`src/rtl/flash_seq.sv`:
```
module flash_seq #(
  parameter int STROBE_LOW   = 2,
  parameter int HOLD         = 1,
  parameter int POLL_GAP     = 4,
  parameter int SECTOR_BYTES = 2112,
  parameter int SPARE_BYTES  = 64,
  localparam int LW = $clog2(SECTOR_BYTES + 1)
) (
  input  logic          clk,
  input  logic          rst_n,
  input  logic          req_valid,
  output logic          req_ready,
  input  logic [2:0]    req_op,
  input  logic [13:0]   req_sector,
  input  logic          req_col_en,
  input  logic [11:0]   req_col,
  input  logic [LW-1:0] req_len,
  input  logic          wr_valid,
  input  logic [7:0]    wr_data,
  output logic          wr_ready,
  output logic          rd_valid,
  output logic [7:0]    rd_data,
  output logic          done_valid,
  output logic [1:0]    done_code,
  output logic          fl_ce_n,
  output logic          fl_we_n,
  output logic          fl_sc_n,
  output logic          fl_oe_n,
  output logic          fl_cde,
  output logic [7:0]    fl_dout,
  output logic          fl_dout_en,
  input  logic [7:0]    fl_din
);
  localparam int SLOT = 1 + STROBE_LOW + HOLD;
  localparam int TMAX = (SLOT > POLL_GAP) ? SLOT : POLL_GAP;
  localparam int TW   = $clog2(TMAX + 1);

  typedef enum logic [3:0] {
    S_IDLE, S_CMD1, S_CMD2, S_SA1, S_SA2, S_CA1, S_CA2, S_DATA, S_GO, S_POLL, S_GAP
  } st_t;

  st_t           st, nxt;
  logic [TW-1:0] tmr;
  logic [2:0]    op_q;
  logic [13:0]   sec_q;
  logic [11:0]   col_q;
  logic          col_en_q;
  logic [LW-1:0] len_q, cnt;
  logic [7:0]    wbyte_q, cmd1;
  logic [2:0]    stat_q;

  wire is_read  = (op_q == 3'd0) || (op_q == 3'd1);
  wire is_erase = (op_q == 3'd6);
  wire use_col  = col_en_q && ((op_q == 3'd0) || (op_q == 3'd2) || (op_q == 3'd3));
  wire addr_ph  = (st == S_SA1) || (st == S_SA2) || (st == S_CA1) || (st == S_CA2);
  wire we_ph    = addr_ph || (st == S_CMD1) || (st == S_CMD2) || (st == S_GO);
  wire wdata_ph = (st == S_DATA) && !is_read;
  wire low      = (tmr >= TW'(1)) && (tmr <= TW'(STROBE_LOW));
  wire stall    = wdata_ph && (tmr == '0) && !wr_valid;
  wire end_beat = (tmr == TW'(SLOT - 1));
  wire smp      = (tmr == TW'(STROBE_LOW));
  wire last     = (cnt == len_q - 1'b1);

  assign req_ready  = (st == S_IDLE);
  assign fl_ce_n    = (st == S_IDLE);
  assign fl_we_n    = !(we_ph && low);
  assign fl_sc_n    = !((st == S_DATA) && low);
  assign fl_oe_n    = !((st == S_POLL) && low);
  assign fl_cde     = addr_ph;
  assign fl_dout_en = we_ph || wdata_ph;
  assign wr_ready   = wdata_ph && (tmr == '0);

  always_comb begin
    case (op_q)
      3'd0:    cmd1 = 8'h00;
      3'd1:    cmd1 = 8'hF0;
      3'd2:    cmd1 = 8'h10;
      3'd3:    cmd1 = 8'h11;
      3'd4:    cmd1 = 8'h1F;
      3'd5:    cmd1 = 8'h0F;
      default: cmd1 = 8'h20;
    endcase
  end

  always_comb begin
    case (st)
      S_CMD1:  fl_dout = cmd1;
      S_CMD2:  fl_dout = 8'hB0;
      S_SA1:   fl_dout = sec_q[7:0];
      S_SA2:   fl_dout = {2'b00, sec_q[13:8]};
      S_CA1:   fl_dout = col_q[7:0];
      S_CA2:   fl_dout = {4'h0, col_q[11:8]};
      S_DATA:  fl_dout = is_read ? 8'h00 : wbyte_q;
      S_GO:    fl_dout = 8'h40;
      default: fl_dout = 8'h00;
    endcase
  end

  always_comb begin
    nxt = st;
    case (st)
      S_CMD1: nxt = is_erase ? S_CMD2 : S_SA1;
      S_CMD2: nxt = S_SA1;
      S_SA1:  nxt = S_SA2;
      S_SA2:  nxt = is_erase ? S_POLL : (use_col ? S_CA1 : S_DATA);
      S_CA1:  nxt = S_CA2;
      S_CA2:  nxt = S_DATA;
      S_DATA: nxt = last ? (is_read ? S_IDLE : S_GO) : S_DATA;
      S_GO:   nxt = S_POLL;
      S_POLL: nxt = stat_q[2] ? S_IDLE : S_GAP;
      default: nxt = st;
    endcase
  end

  always_ff @(posedge clk or negedge rst_n) begin
    if (!rst_n) begin
      st <= S_IDLE; tmr <= '0; op_q <= '0; sec_q <= '0; col_q <= '0; col_en_q <= 1'b0;
      len_q <= '0; cnt <= '0; wbyte_q <= '0; stat_q <= '0;
      rd_valid <= 1'b0; rd_data <= '0; done_valid <= 1'b0; done_code <= '0;
    end else begin
      rd_valid   <= 1'b0;
      done_valid <= 1'b0;
      if (wr_valid && wr_ready) wbyte_q <= wr_data;
      if (smp && (st == S_DATA) && is_read) begin
        rd_valid <= 1'b1;
        rd_data  <= fl_din;
      end
      if (smp && (st == S_POLL)) stat_q <= {fl_din[7], fl_din[5], fl_din[4]};
      case (st)
        S_IDLE: if (req_valid) begin
          op_q <= req_op; sec_q <= req_sector; col_q <= req_col; col_en_q <= req_col_en;
          cnt <= '0; tmr <= '0; st <= S_CMD1;
          case (req_op)
            3'd1, 3'd5: len_q <= LW'(SPARE_BYTES);
            3'd4:       len_q <= LW'(SECTOR_BYTES);
            default:    len_q <= req_len;
          endcase
        end
        S_GAP: begin
          if (tmr == TW'(POLL_GAP - 1)) begin
            tmr <= '0;
            st  <= S_POLL;
          end else tmr <= tmr + 1'b1;
        end
        default: if (!stall) begin
          if (end_beat) begin
            tmr <= '0;
            st  <= nxt;
            if (st == S_DATA) cnt <= cnt + 1'b1;
            if (nxt == S_IDLE) begin
              done_valid <= 1'b1;
              done_code  <= is_read ? 2'b00 : stat_q[1:0];
            end
          end else tmr <= tmr + 1'b1;
        end
      endcase
    end
  end
endmodule

```
`config.mk`:
```
export PLATFORM = sky130hd
export DESIGN_NAME = flash_seq
export DESIGN_NICKNAME = d
export VERILOG_FILES = /design/src/rtl/flash_seq.sv
export SDC_FILE = /design/constraint.sdc
export NUM_CORES = 1
export LEC_CHECK = 0
export ABC_AREA = 1
export BUFFER_PORTS_ARGS = -buffer_cell sky130_fd_sc_hd__clkbuf_2
export CAP_MARGIN = 15
export CORE_MARGIN = 1
export CORE_UTILIZATION = 55
export CTS_CLUSTER_SIZE = 25
export DETAILED_ROUTE_END_ITERATION = 12
export MAX_ROUTING_LAYER = met4
export PLACE_DENSITY = 0.8
export SLEW_MARGIN = 40
export SYNTH_ARGS = -nofsm -noshare
export SYNTH_HDL_FRONTEND = slang
export SYNTH_SLANG_ARGS = --single-unit
```
`constraint.sdc`:
```
create_clock -name clk -period 3 [get_ports clk]
set_clock_uncertainty 0.2 [all_clocks]
set_input_delay 0.3 -clock clk [delete_from_list [all_inputs] [get_ports clk]]
set_output_delay 0.3 -clock clk [all_outputs]
set_load 0.005 [all_outputs]
```
Word level (Yosys, flattened, before mapping) --
Cells that the tools add are included. W data, S select, Z words.
Cells by class: bitwise gates (word level) 3, equal/unequal tests 26, add/sub/neg operators 3, reduce and logical (&&, ||, !) cells 40, magnitude comparators 2, muxes and demuxes 31
Operators with widths (number):
- $pmux W8 S8 | 1
- $mux W12 | 4
- $pmux W12 S2 | 2
- $pmux W8 S6 | 1
- $pmux W4 S9 | 1
- $mux W4 | 8
- $eq A4 B3 Y1 const B | 4
- $eq A3 B3 Y1 const B | 5
- $add A12 B1 Y12 const B | 1
- $eq A12 B12 Y1 | 1
- $eq A3 B2 Y1 const B | 4
- $eq A4 B4 Y1 const B | 3
- $logic_and A1 B1 Y1 | 12
- $sub A12 B1 Y12 const B | 1
- $logic_or A1 B1 Y1 | 10
- $mux W3 | 3
- $eq A4 B2 Y1 const B | 2
- $logic_not A4 Y1 | 2
- $mux W8 | 1
- $pmux W4 S2 | 1
- $reduce_and A4 Y1 | 2
- $eq A3 B1 Y1 const B | 2
- $logic_not A3 Y1 | 2
- $mux W1 | 6
- 14 further kinds | 26
Storage, ports and cells: word-level logic and storage cells 119, flip-flop bits (word level) 84

Logic depth before layout (Yosys ltp) --
Gate-level depths: netlist of run 1.
depth after elaboration 12, depth in mapped cells 18

Worst setup path before layout of run 1 --
Ideal clock, no wire load.
path kind flip-flop to flip-flop, from register len_q[0], to register done_code[0], stages on the path, launching flop included 18, required time 2.683 ns, slack 0.860 ns, data arrival time 1.823 ns, period minus slack after synthesis 2.140 ns, path through dfrtp_1 inv_2 ha_1 nand2_1 nor2_1 nand2_1 nand2_1 nand2_1 inv_1 nand2_1 nor2_1 nand3_1 nand2_1 nand4_1 nor2_2 nand3_2 nand2_1 nand2_1
Between the ends: word-level cells in the longest chain between the ends 6
RTL lines:
- start, declared | line 48 | logic [LW-1:0] len_q, cnt;
- start signal, assigned | line 134 | 3'd1, 3'd5: len_q <= LW'(SPARE_BYTES);
- start signal, assigned | line 135 | 3'd4: len_q <= LW'(SECTOR_BYTES);
- start signal, assigned | line 136 | default: len_q <= req_len;
- $sub A12 B1 Y12 | line 62 | wire last = (cnt == len_q - 1'b1);
- $eq A12 B12 Y1 | line 62
- $mux W4 | line 108 | S_DATA: nxt = last ? (is_read ? S_IDLE : S_GO) : S_DATA;
- $pmux W4 S9 | line 101 | case (st)
- $logic_not A4 Y1 | line 150 | if (nxt == S_IDLE) begin
- $reduce_and A4 Y1 (no line)
- end signal, assigned | line 152 | done_code <= is_read ? 2'b00 : stat_q[1:0];
- end, declared | line 24 | output logic [1:0] done_code,
Every way passes these cells. A chain may end at the register's enable or synchronous reset.

Final worst setup path of run 1 --
from register st[0], to output port fl_we_n
Between the ends: word-level cells in the longest chain between the ends 9, elaborated cells on any way between the ends 15, classes of those cells 7 x eq/ne; 8 x reduce/logical
RTL lines:
- start, declared | line 42 | st_t st, nxt;
- start signal, assigned | line 148 | st <= nxt;
- $eq A4 B2 Y1 or $eq A4 B3 Y1 (tied branches) | line 55 | wire addr_ph = (st == S_SA1) || (st == S_SA2) || (st == S_CA1) || (st == S_CA2);
- $logic_or A1 B1 Y1 (3 in a row) | line 55
- $logic_or A1 B1 Y1 (2 in a row) | line 56 | wire we_ph = addr_ph || (st == S_CMD1) || (st == S_CMD2) || (st == S_GO);
- $logic_or A1 B1 Y1 (*) | line 56
- $logic_and A1 B1 Y1 (*) | line 66 | assign fl_we_n = !(we_ph && low);
- $logic_not A1 Y1 (*) | line 66
- end, declared | line 26 | output logic fl_we_n,
Every way passes the cells marked *; elsewhere a longest branch is shown, timed or not.

==> results.sh, run 1 <==
export IMPL_outcome="finished, final reports clean"
export IMPL_rows=33
export IMPL_synth_cells=593
export IMPL_initial_core_util=0.566
export IMPL_whs_ns=0.00713
export IMPL_intPower_mw=2.88
export IMPL_ys_seq_area_frac=0.454
export IMPL_port_buffers=89
export IMPL_leakage_nw=3.13
export IMPL_grt_max_degree=59
export IMPL_highest_layer="met4"
export IMPL_power_frac_comb=0.480
export IMPL_place_congestion=0.937
export IMPL_hp_class="input pin to register"
export IMPL_clk_path_buf_depth=2
export IMPL_setup_tns_ns=0
export IMPL_insertion_delay_ns=0.35
export IMPL_cts_max_level=3
export IMPL_regArea_mm2=0.00210
export IMPL_fmax_mhz=389
export IMPL_switchingPower_mw=2.41
export IMPL_swShare=0.455
export IMPL_path_clk_slew_ns=0.09
export IMPL_die_x_um=93.7
export IMPL_p_seq_frac=0.376
export IMPL_crit_fanout=6
export IMPL_power_density_mw_per_mm2=893
export IMPL_cts_root_buf="clkbuf_8"
export IMPL_clkSinkCount=84
export IMPL_wl_per_cell_um=15.0
export IMPL_drt_wl_total_mm=12.8
export IMPL_synthFlopType="dfrtp_1"
export IMPL_drv_cap=0
export IMPL_n_antenna_cell=0
export IMPL_synth_edff_count=0
export IMPL_track_usage=0.319
export IMPL_synth_area_mm2=0.00463
export IMPL_yosys_warnings=0
export IMPL_finalCriticalPeriod_ns=2.57
export IMPL_met2_length_mm=6.29
export IMPL_async_reset_ff_frac=1.00
export IMPL_grt_pass1_wl_mm=20.9
export IMPL_syn_nets=661
export IMPL_dp_hpwl_mm=8.26
export IMPL_areaGrowthSynthToFinish_pct=28.2
export IMPL_vias=4540
export IMPL_fin_nets=809
export IMPL_setup_viol=0
export IMPL_met3_length_um=778
export IMPL_antenna_left=0
export IMPL_ir_drop_uv=445
export IMPL_die_h_um=93.7
export IMPL_firstDrtPassIters=5
export IMPL_worstSetupEndpointType="output pin"
export IMPL_slew_headroom=0.605
export IMPL_slew_viol_final=0
export IMPL_overflow=0
export IMPL_nFillCells=611
export IMPL_cts_resized=0
export IMPL_hold_viol=0
export IMPL_cts_buffers=9
export IMPL_multi_input_comb_area_mm2=0.00220
export IMPL_criticalPathCategory="register to output pin"
export IMPL_pwr_share_clk=0.144
export IMPL_critPathRequiredTime_ns=2.50
export IMPL_grt_pass1_vias=4498
export IMPL_rsz0062_at_grt="false"
export IMPL_whs_path_depth=3
export IMPL_final_common_cell="nand2_1"
export IMPL_ys_ff_latch=84
export IMPL_crit_arrival_ns=2.07
export IMPL_start_kind="register"
export IMPL_post_synth_num_cell_types=44
export IMPL_final_cell_mix="nand2_1, clkbuf_2, dfrtp_1"
export IMPL_drive_gt1_frac=0.213
export IMPL_avgSynthCellArea_um2=7.80
export IMPL_r2r_cells=17
export IMPL_antenna_found_initial=0
export IMPL_core_area_mm2=0.00818
export IMPL_drc_errors=0
export IMPL_tritoncts="done"
export IMPL_met1_length_mm=5.28
export IMPL_max_slew_worst_pin_slew_ns=0.592
export IMPL_viasPerCell=5.33
export IMPL_pin_count=90
export IMPL_die_area_mm2=0.00878
export IMPL_first_iter_violations=326
export IMPL_layout_worst_path_cycle_share=0.856
[what timing repair did]
| action | CTS | global route |
|---|---|---|
| setup buffers | 0 | 0 |
| endpoints found under the hold margin | 94 | 0 |
| hold buffers | 55 | 0 |
[area by class of cell]
class	count	share of cell area
Multi-Input combinational cell	425	0.371
Sequential cell	84	0.354
Timing Repair Buffer	150	0.176
Inverter	71	0.0449
Clock buffer	10	0.0232
Tap cell	105	0.0222
Clock inverter	6	0.00823
[sequential cells by signal, summed over array words and instances (netlist names)]
name / flops
cnt: 12
col_en_q: 1
col_q: 12
done_code: 2
done_valid: 1
len_q: 12
op_q: 3
rd_data: 8
rd_valid: 1
sec_q: 14
st: 4
stat_q: 3
tmr: 3
wbyte_q: 8
[critical path, stage by stage, from the launching register on]
cell and delay [ns]:
dfrtp_1 0.45, inv_1 0.22, nor2_1 0.09, nand2_1 0.19
nand2_1 0.11, nor3_1 0.41, inv_1 0.08, nand2_1 0.08
clkbuf_2 0.11
[stage by stage]
stage	setup slack [ns]	cell area [um2]	util	cells	power, mW
floorplan	0.860	4630	-	593	3.67
global placement	0.684	5190	0.635	780	4.36
detailed placement	0.532	5190	0.635	780	4.42
CTS	0.457	5930	0.725	851	5.23
global route	0.208	5930	0.725	851	5.74
finish	0.432	5930	0.725	851	5.29
[routing by layer]
layer	global-route usage	vias to the layer above
li1	-	2207
met1	0.399	2096
met2	0.520	192
met3	0.0510	45
met4	0.124	0
met5	-	-
[final timing paths]
path / start / slack [ns] / to
max: st[0] / 0.43 / fl_we_n
min: req_op[2] / 0.007 / op_q[2]
max reg2reg: len_q[0] / 0.47 / done_code[1]
min reg2reg: sec_q[5] / 0.28 / sec_q[5]
max in group asynchronous: rst_n / 1.63 / sec_q[3]
min in group asynchronous: rst_n / 0.25 / len_q[3]
[power groups by stage]
stage                     clock, mW  sequential [mW]  combinational [mW]
after floorplan                   0             1.90                1.77
after global placement            0             1.99                2.37
after detailed placement          0             2.00                2.42
after CTS                     0.772             1.98                2.48
after global routing          0.806             2.05                2.88
final                         0.761             1.99                2.54
[cell families after synthesis]
kind of cell / after synthesis / share of synthesized area
muxes: 8 / 0.0195
adders and majority gates: 6 / 0.0162
xor gates and xnor gates: 10 / 0.0189
and+or+nand+nor: 335 / 0.334
AOI/OAI and AO/OA: 66 / 0.0855
DFF: 84 / 0.454
buffers and inverters: 84 / 0.0714
[Yosys cell counts (2+ instances only)]
cell type / number / area share
clkbuf_1: 7 / 0.0057
nor3_4: 2 / 0.0070
nor2_2: 6 / 0.0081
dfrtp_1: 84 / 0.45
buf_2: 3 / 0.0032
mux2_2: 8 / 0.019
nand3_1: 39 / 0.042
nor2_4: 4 / 0.0097
nand4_1: 10 / 0.014
a221oi_1: 7 / 0.013
xnor2_1: 3 / 0.0057
nor3_2: 2 / 0.0043
nand3_2: 3 / 0.0065
nor4_1: 3 / 0.0041
a21oi_1: 6 / 0.0065
o21ai_0: 38 / 0.041
ha_1: 6 / 0.016
o21ai_2: 2 / 0.0038
nor3b_1: 2 / 0.0032
nand2_4: 2 / 0.0049
buf_4: 3 / 0.0049
xor2_1: 7 / 0.013
nor2_1: 43 / 0.035
o21ai_1: 3 / 0.0032
nor3_1: 7 / 0.0076
nand2_2: 2 / 0.0027
inv_2: 10 / 0.0081
inv_1: 61 / 0.049
nor4_2: 2 / 0.0054
nand2_1: 204 / 0.17
Power figures use the tool's default switching activity.
==> run 2: changes to the inputs <==
==> constraint.sdc (replaced) <==
create_clock -name clk -period 2.75 [get_ports clk]
set_clock_uncertainty 0.2 [all_clocks]
set_input_delay 0.275 -clock clk [delete_from_list [all_inputs] [get_ports clk]]
set_output_delay 0.275 -clock clk [all_outputs]
set_load 0.005 [all_outputs]
==> results.sh, run 2 (same netlist as run 1, synthesis figures left out) <==
export IMPL_path_clk_slew_ns=0.08
export IMPL_nFillCells=619
export IMPL_postLayoutCellArea_mm2=0.00601
export IMPL_drv_cap=0
export IMPL_grt_pass1_vias=4397
export IMPL_tritoncts="done"
export IMPL_dpl_cell_area_mm2=0.00520
export IMPL_met2_length_mm=6.21
export IMPL_layout_cells_non_filler=853
export IMPL_start_kind="register"
export IMPL_fin_nets=811
export IMPL_finalPower_mw=5.93
export IMPL_swShare=0.438
export IMPL_pwr_share_clk=0.169
export IMPL_overflow=0
export IMPL_firstDrtPassIters=5
export IMPL_first_iter_violations=215
export IMPL_crit_family="simple AND/OR/NAND/NOR gates"
export IMPL_max_slew_worst_pin_slew_ns=0.567
export IMPL_final_common_cell="nand2_1"
export IMPL_port_buffers=89
export IMPL_switchingPower_mw=2.60
export IMPL_hp_class="input pin to register"
export IMPL_pin_count=90
export IMPL_highest_layer="met4"
export IMPL_setup_tns_ns=0
export IMPL_antenna_found_initial=0
export IMPL_viasPerCell=5.31
export IMPL_core_area_mm2=0.00818
export IMPL_layout_worst_path_cycle_share=0.936
export IMPL_reg2reg_from="len_q[0]"
export IMPL_cp_depth=8
export IMPL_regArea_mm2=0.00210
export IMPL_r2r_end="done_code[0]"
export IMPL_hold_viol=0
export IMPL_die_area_mm2=0.00878
export IMPL_die_h_um=93.7
export IMPL_dp_cells=779
export IMPL_multi_input_comb_area_mm2=0.00220
export IMPL_power_density_mw_per_mm2=988
export IMPL_drc_errors=0
export IMPL_cp_cell_sequence="inv_2, nor2_1, inv_1, nor2_1, a22o_1, a21oi_1, nand4_1, clkbuf_2"
export IMPL_regMostFlops="sec_q"
export IMPL_areaGrowthSynthToFinish_pct=29.8
export IMPL_place_congestion=0.908
export IMPL_clkSinkCount=84
export IMPL_postCtsSetupBuffers=0
export IMPL_final_cell_mix="nand2_1, clkbuf_2, dfrtp_1"
export IMPL_drive_gt1_frac=0.210
export IMPL_grt_pass1_wl_mm=20.3
export IMPL_crit_path_frequent_cell="nor2_1"
export IMPL_utilization=0.735
export IMPL_met3_length_um=652
export IMPL_cts_root_buf="clkbuf_8"
export IMPL_die_x_um=93.7
export IMPL_cts_buffers=9
export IMPL_n_antenna_cell=0
export IMPL_slew_viol_final=0
export IMPL_outcome="finished, final reports clean"
export IMPL_p_seq_frac=0.366
export IMPL_fmax_mhz=389
export IMPL_finalCriticalPeriod_ns=2.57
export IMPL_dp_hpwl_mm=8.46
export IMPL_crit_arrival_ns=2.10
export IMPL_min_delay_start="req_len[11]"
export IMPL_initial_core_util=0.566
export IMPL_antenna_left=0
export IMPL_met1_length_mm=5.39
export IMPL_power_frac_comb=0.465
export IMPL_rows=33
export IMPL_criticalPathCategory="register to output pin"
export IMPL_leakage_nw=3.16
export IMPL_dp_slack_ns=0.322
export IMPL_cts_max_level=3
export IMPL_whs_ns=0.0456
export IMPL_crit_start="st[1]"
export IMPL_max_stage_delay_ns=0.46
export IMPL_critPathRequiredTime_ns=2.28
export IMPL_worstSetupEndpointType="output pin"
export IMPL_ir_drop_uv=557
export IMPL_setup_viol=0
export IMPL_clk_path_buf_depth=2
export IMPL_track_usage=0.311
export IMPL_crit_buf_inv=3
export IMPL_wl_per_cell_um=14.7
export IMPL_slew_headroom=0.621
export IMPL_intPower_mw=3.33
export IMPL_rsz0062_at_grt="false"
export IMPL_whs_path_depth=3
export IMPL_insertion_delay_ns=0.35
export IMPL_drt_wl_total_mm=12.6
export IMPL_vias=4533
export IMPL_largest_reg_flops=14
export IMPL_reg2reg_slack_ns=0.27
export IMPL_grt_max_degree=50
export IMPL_crit_fanout=5
export IMPL_whs_endpoint="len_q[11]"
export IMPL_setup_ws_ns=0.176
export IMPL_r2r_cells=15
export IMPL_critPathSlowestCell="dfrtp_1"
-- run 2: cell types whose count changed in the layout (fill, tap and decap cells not counted), sizes merged --
cell,delta
buf,-1
bufinv,+2
clkbuf,+1
clkinvlp,-2
dlygate4sd3,+3
inv,-1
-- run 2: how the worst max path moves through the flow --
stage / endpoint
finish: fl_dout[0]
global route: done_code[0]
CTS: fl_dout[0]
detailed placement: done_code[1]
global placement: done_code[1]
floorplan: done_code[0]
-- run 2: repair_timing --
item	CTS	global route
resized for setup	0	0
hold buffers	58	0
endpoints found under the hold margin	94	0
-- run 2: routing by layer --
| layer | vias up | global-route usage |
|---|---|---|
| met2 | 154 | 0.507 |
| met1 | 2136 | 0.391 |
| met4 | 0 | 0.127 |
| met3 | 31 | 0.0461 |
| li1 | 2212 | - |
| met5 | - | - |
-- run 2: final cells by class --
class | instances | share of cell area
flip-flops and latches | 84 | 0.350
clock inverters | 5 | 0.0142
inverters | 71 | 0.0444
clock buffers | 11 | 0.0235
multi-input cells | 425 | 0.366
well taps | 105 | 0.0219
repair buffers | 152 | 0.180
-- run 2: power groups by stage --
stage	logic, mW	clock network, mW	registers [mW]
after detailed placement	2.64	0	2.18
after floorplan	1.93	0	2.08
after CTS	2.73	1.00	2.16
after global placement	2.58	0	2.17
after global routing	3.13	1.06	2.23
final	2.76	0.999	2.17
-- run 2: worst min-delay path: cells and delay by family --
| family | cells | cell delay [ns] |
|---|---|---|
| buf+inv | 1 | 0.08 |
| compound gates | 2 | 0.20 |
==> run 3: changes to the inputs <==
--- a/config.mk
+++ b/config.mk
@@ -10,10 +10,12 @@
 export CAP_MARGIN = 15
 export CORE_MARGIN = 1
 export CORE_UTILIZATION = 55
+export CTS_CLUSTER_DIAMETER = 30
 export CTS_CLUSTER_SIZE = 25
 export DETAILED_ROUTE_END_ITERATION = 12
 export MAX_ROUTING_LAYER = met4
 export PLACE_DENSITY = 0.8
+export REMOVE_ABC_BUFFERS = 1
 export SLEW_MARGIN = 40
 export SYNTH_ARGS = -nofsm -noshare
 export SYNTH_HDL_FRONTEND = slang
==> results.sh, run 3 (same netlist as run 1, synthesis figures left out) <==
export IMPL_outcome="finished, final reports clean"
export IMPL_grt_pass1_wl_mm=20.7
export IMPL_clkSinkCount=84
export IMPL_setup_tns_ns=0
export IMPL_grt_pass1_vias=4530
export IMPL_leakage_nw=3.15
export IMPL_whs_ns=0.0254
export IMPL_dpl_cell_area_mm2=0.00519
export IMPL_fmax_mhz=389
export IMPL_dp_hpwl_mm=8.14
export IMPL_cts_max_level=3
export IMPL_place_congestion=0.928
export IMPL_die_h_um=93.7
export IMPL_tritoncts="done"
export IMPL_final_common_cell="nand2_1"
export IMPL_insertion_delay_ns=0.36
export IMPL_die_area_mm2=0.00878
export IMPL_drv_cap=0
export IMPL_dp_slack_ns=0.315
export IMPL_hold_viol=0
export IMPL_drc_errors=0
export IMPL_pin_count=90
export IMPL_finalPower_mw=5.87
export IMPL_slew_viol_final=0
export IMPL_first_iter_violations=261
export IMPL_core_area_mm2=0.00818
export IMPL_setup_ws_ns=0.179
export IMPL_fin_nets=811
export IMPL_crit_arrival_ns=2.63
export IMPL_antenna_left=0
export IMPL_drive_gt1_frac=0.213
export IMPL_die_x_um=93.7
export IMPL_overflow=0
export IMPL_nFillCells=630
export IMPL_areaGrowthSynthToFinish_pct=29.4
export IMPL_port_buffers=89
export IMPL_antenna_found_initial=0
export IMPL_viasPerCell=5.36
export IMPL_grt_max_degree=59
export IMPL_max_slew_worst_pin_slew_ns=0.591
export IMPL_power_density_mw_per_mm2=980
export IMPL_criticalPathCategory="register to register"
export IMPL_critPathRequiredTime_ns=2.81
export IMPL_drt_wl_total_mm=12.4
export IMPL_path_clk_slew_ns=0.09
export IMPL_finalCriticalPeriod_ns=2.57
export IMPL_rows=33
export IMPL_postLayoutCellArea_mm2=0.00599
export IMPL_n_antenna_cell=0
export IMPL_hp_class="input pin to register"
export IMPL_clk_path_buf_depth=2
export IMPL_initial_core_util=0.566
export IMPL_wl_per_cell_um=14.5
export IMPL_layout_worst_path_cycle_share=0.935
export IMPL_ir_drop_uv=527
export IMPL_worstSetupEndpointType="register"
export IMPL_largest_reg_flops=14
export IMPL_cts_root_buf="clkbuf_8"
export IMPL_start_kind="register"
export IMPL_setup_viol=0
export IMPL_firstDrtPassIters=5
export IMPL_track_usage=0.313
export IMPL_slew_headroom=0.605
export IMPL_cts_buffers=9
export IMPL_final_cell_mix="nand2_1, clkbuf_2, dfrtp_1"
export IMPL_vias=4570
export IMPL_crit_fanout=7
export IMPL_regMostFlops="sec_q"
[run 3: changes by cell type in the layout (fill, tap and decap cells not counted), sizes merged]
cell | previous run | this run
bufinv | 2 | 1
clkinv | 2 | 1
clkinvlp | 1 | 3
[run 3: stage by stage]
step,utilization,cells
2_1_floorplan,-,580
3_3_place_gp,0.635,778
3_5_place_dp,0.635,778
4_1_cts,0.731,852
5_1_grt,0.732,853
6_report,0.732,853
[run 3: worst paths after layout]
path	startpoint	to	slack (ns)	cells past startpoint
min in group asynchronous	rst_n	len_q[2]	0.19	2
max in group asynchronous	rst_n	col_q[7]	1.52	3
hold reg to reg	rd_data[6]	rd_data[6]	0.28	2
hold / removal	req_len[11]	len_q[11]	0.03	3
setup / recovery	len_q[0]	done_code[0]	0.18	17
setup reg to reg	len_q[0]	done_code[0]	0.18	17
[run 3: what timing repair did]
item | CTS | global route
resized for setup | 0 | 2
hold buffers | 58 | 0
buffers inserted | 0 | 1
endpoints found under the hold margin | 93 | 0
endpoints found under the setup margin | 0 | 1
[run 3: final cells by class]
class | instances | area, um2 | area share
inverter | 71 | 267 | 0.0445
clock buffer | 11 | 141 | 0.0236
sequential | 84 | 2100 | 0.351
clock inverter | 5 | 61.3 | 0.0102
timing repair buffer | 152 | 1080 | 0.180
multi-input combinational | 425 | 2210 | 0.368
tap | 105 | 131 | 0.0219
[run 3: report_power, final]
| group | total, mW | internal (mW) | switching (mW) |
|---|---|---|---|
| Combinational | 2.79 | 1.05 | 1.74 |
| Sequential | 2.17 | 1.76 | 0.412 |
| Clock | 0.912 | 0.446 | 0.466 |
[run 3: worst max-delay path, stage by stage (launching register included)]
cell and delay, ns:
dfrtp_1 0.41, inv_2 0.11, ha_1 0.22, nand2_1 0.11, nor2_2 0.15, nand2_1 0.06
nand2_1 0.07, nand2_1 0.05, inv_1 0.04, nand2_1 0.05, nor2_1 0.14, nand3_1 0.12
nand2_1 0.11, nand4_1 0.14, nor2_2 0.22, nand3_2 0.12, nand2_1 0.10, nand2_1 0.05
[run 3: routing by layer]
layer  share of wire  wire [um]  GRT usage
met1            0.42       5150      0.374
met5               0          0          -
met3           0.042        522     0.0453
met4           0.029        357      0.137
met2            0.51       6370      0.528
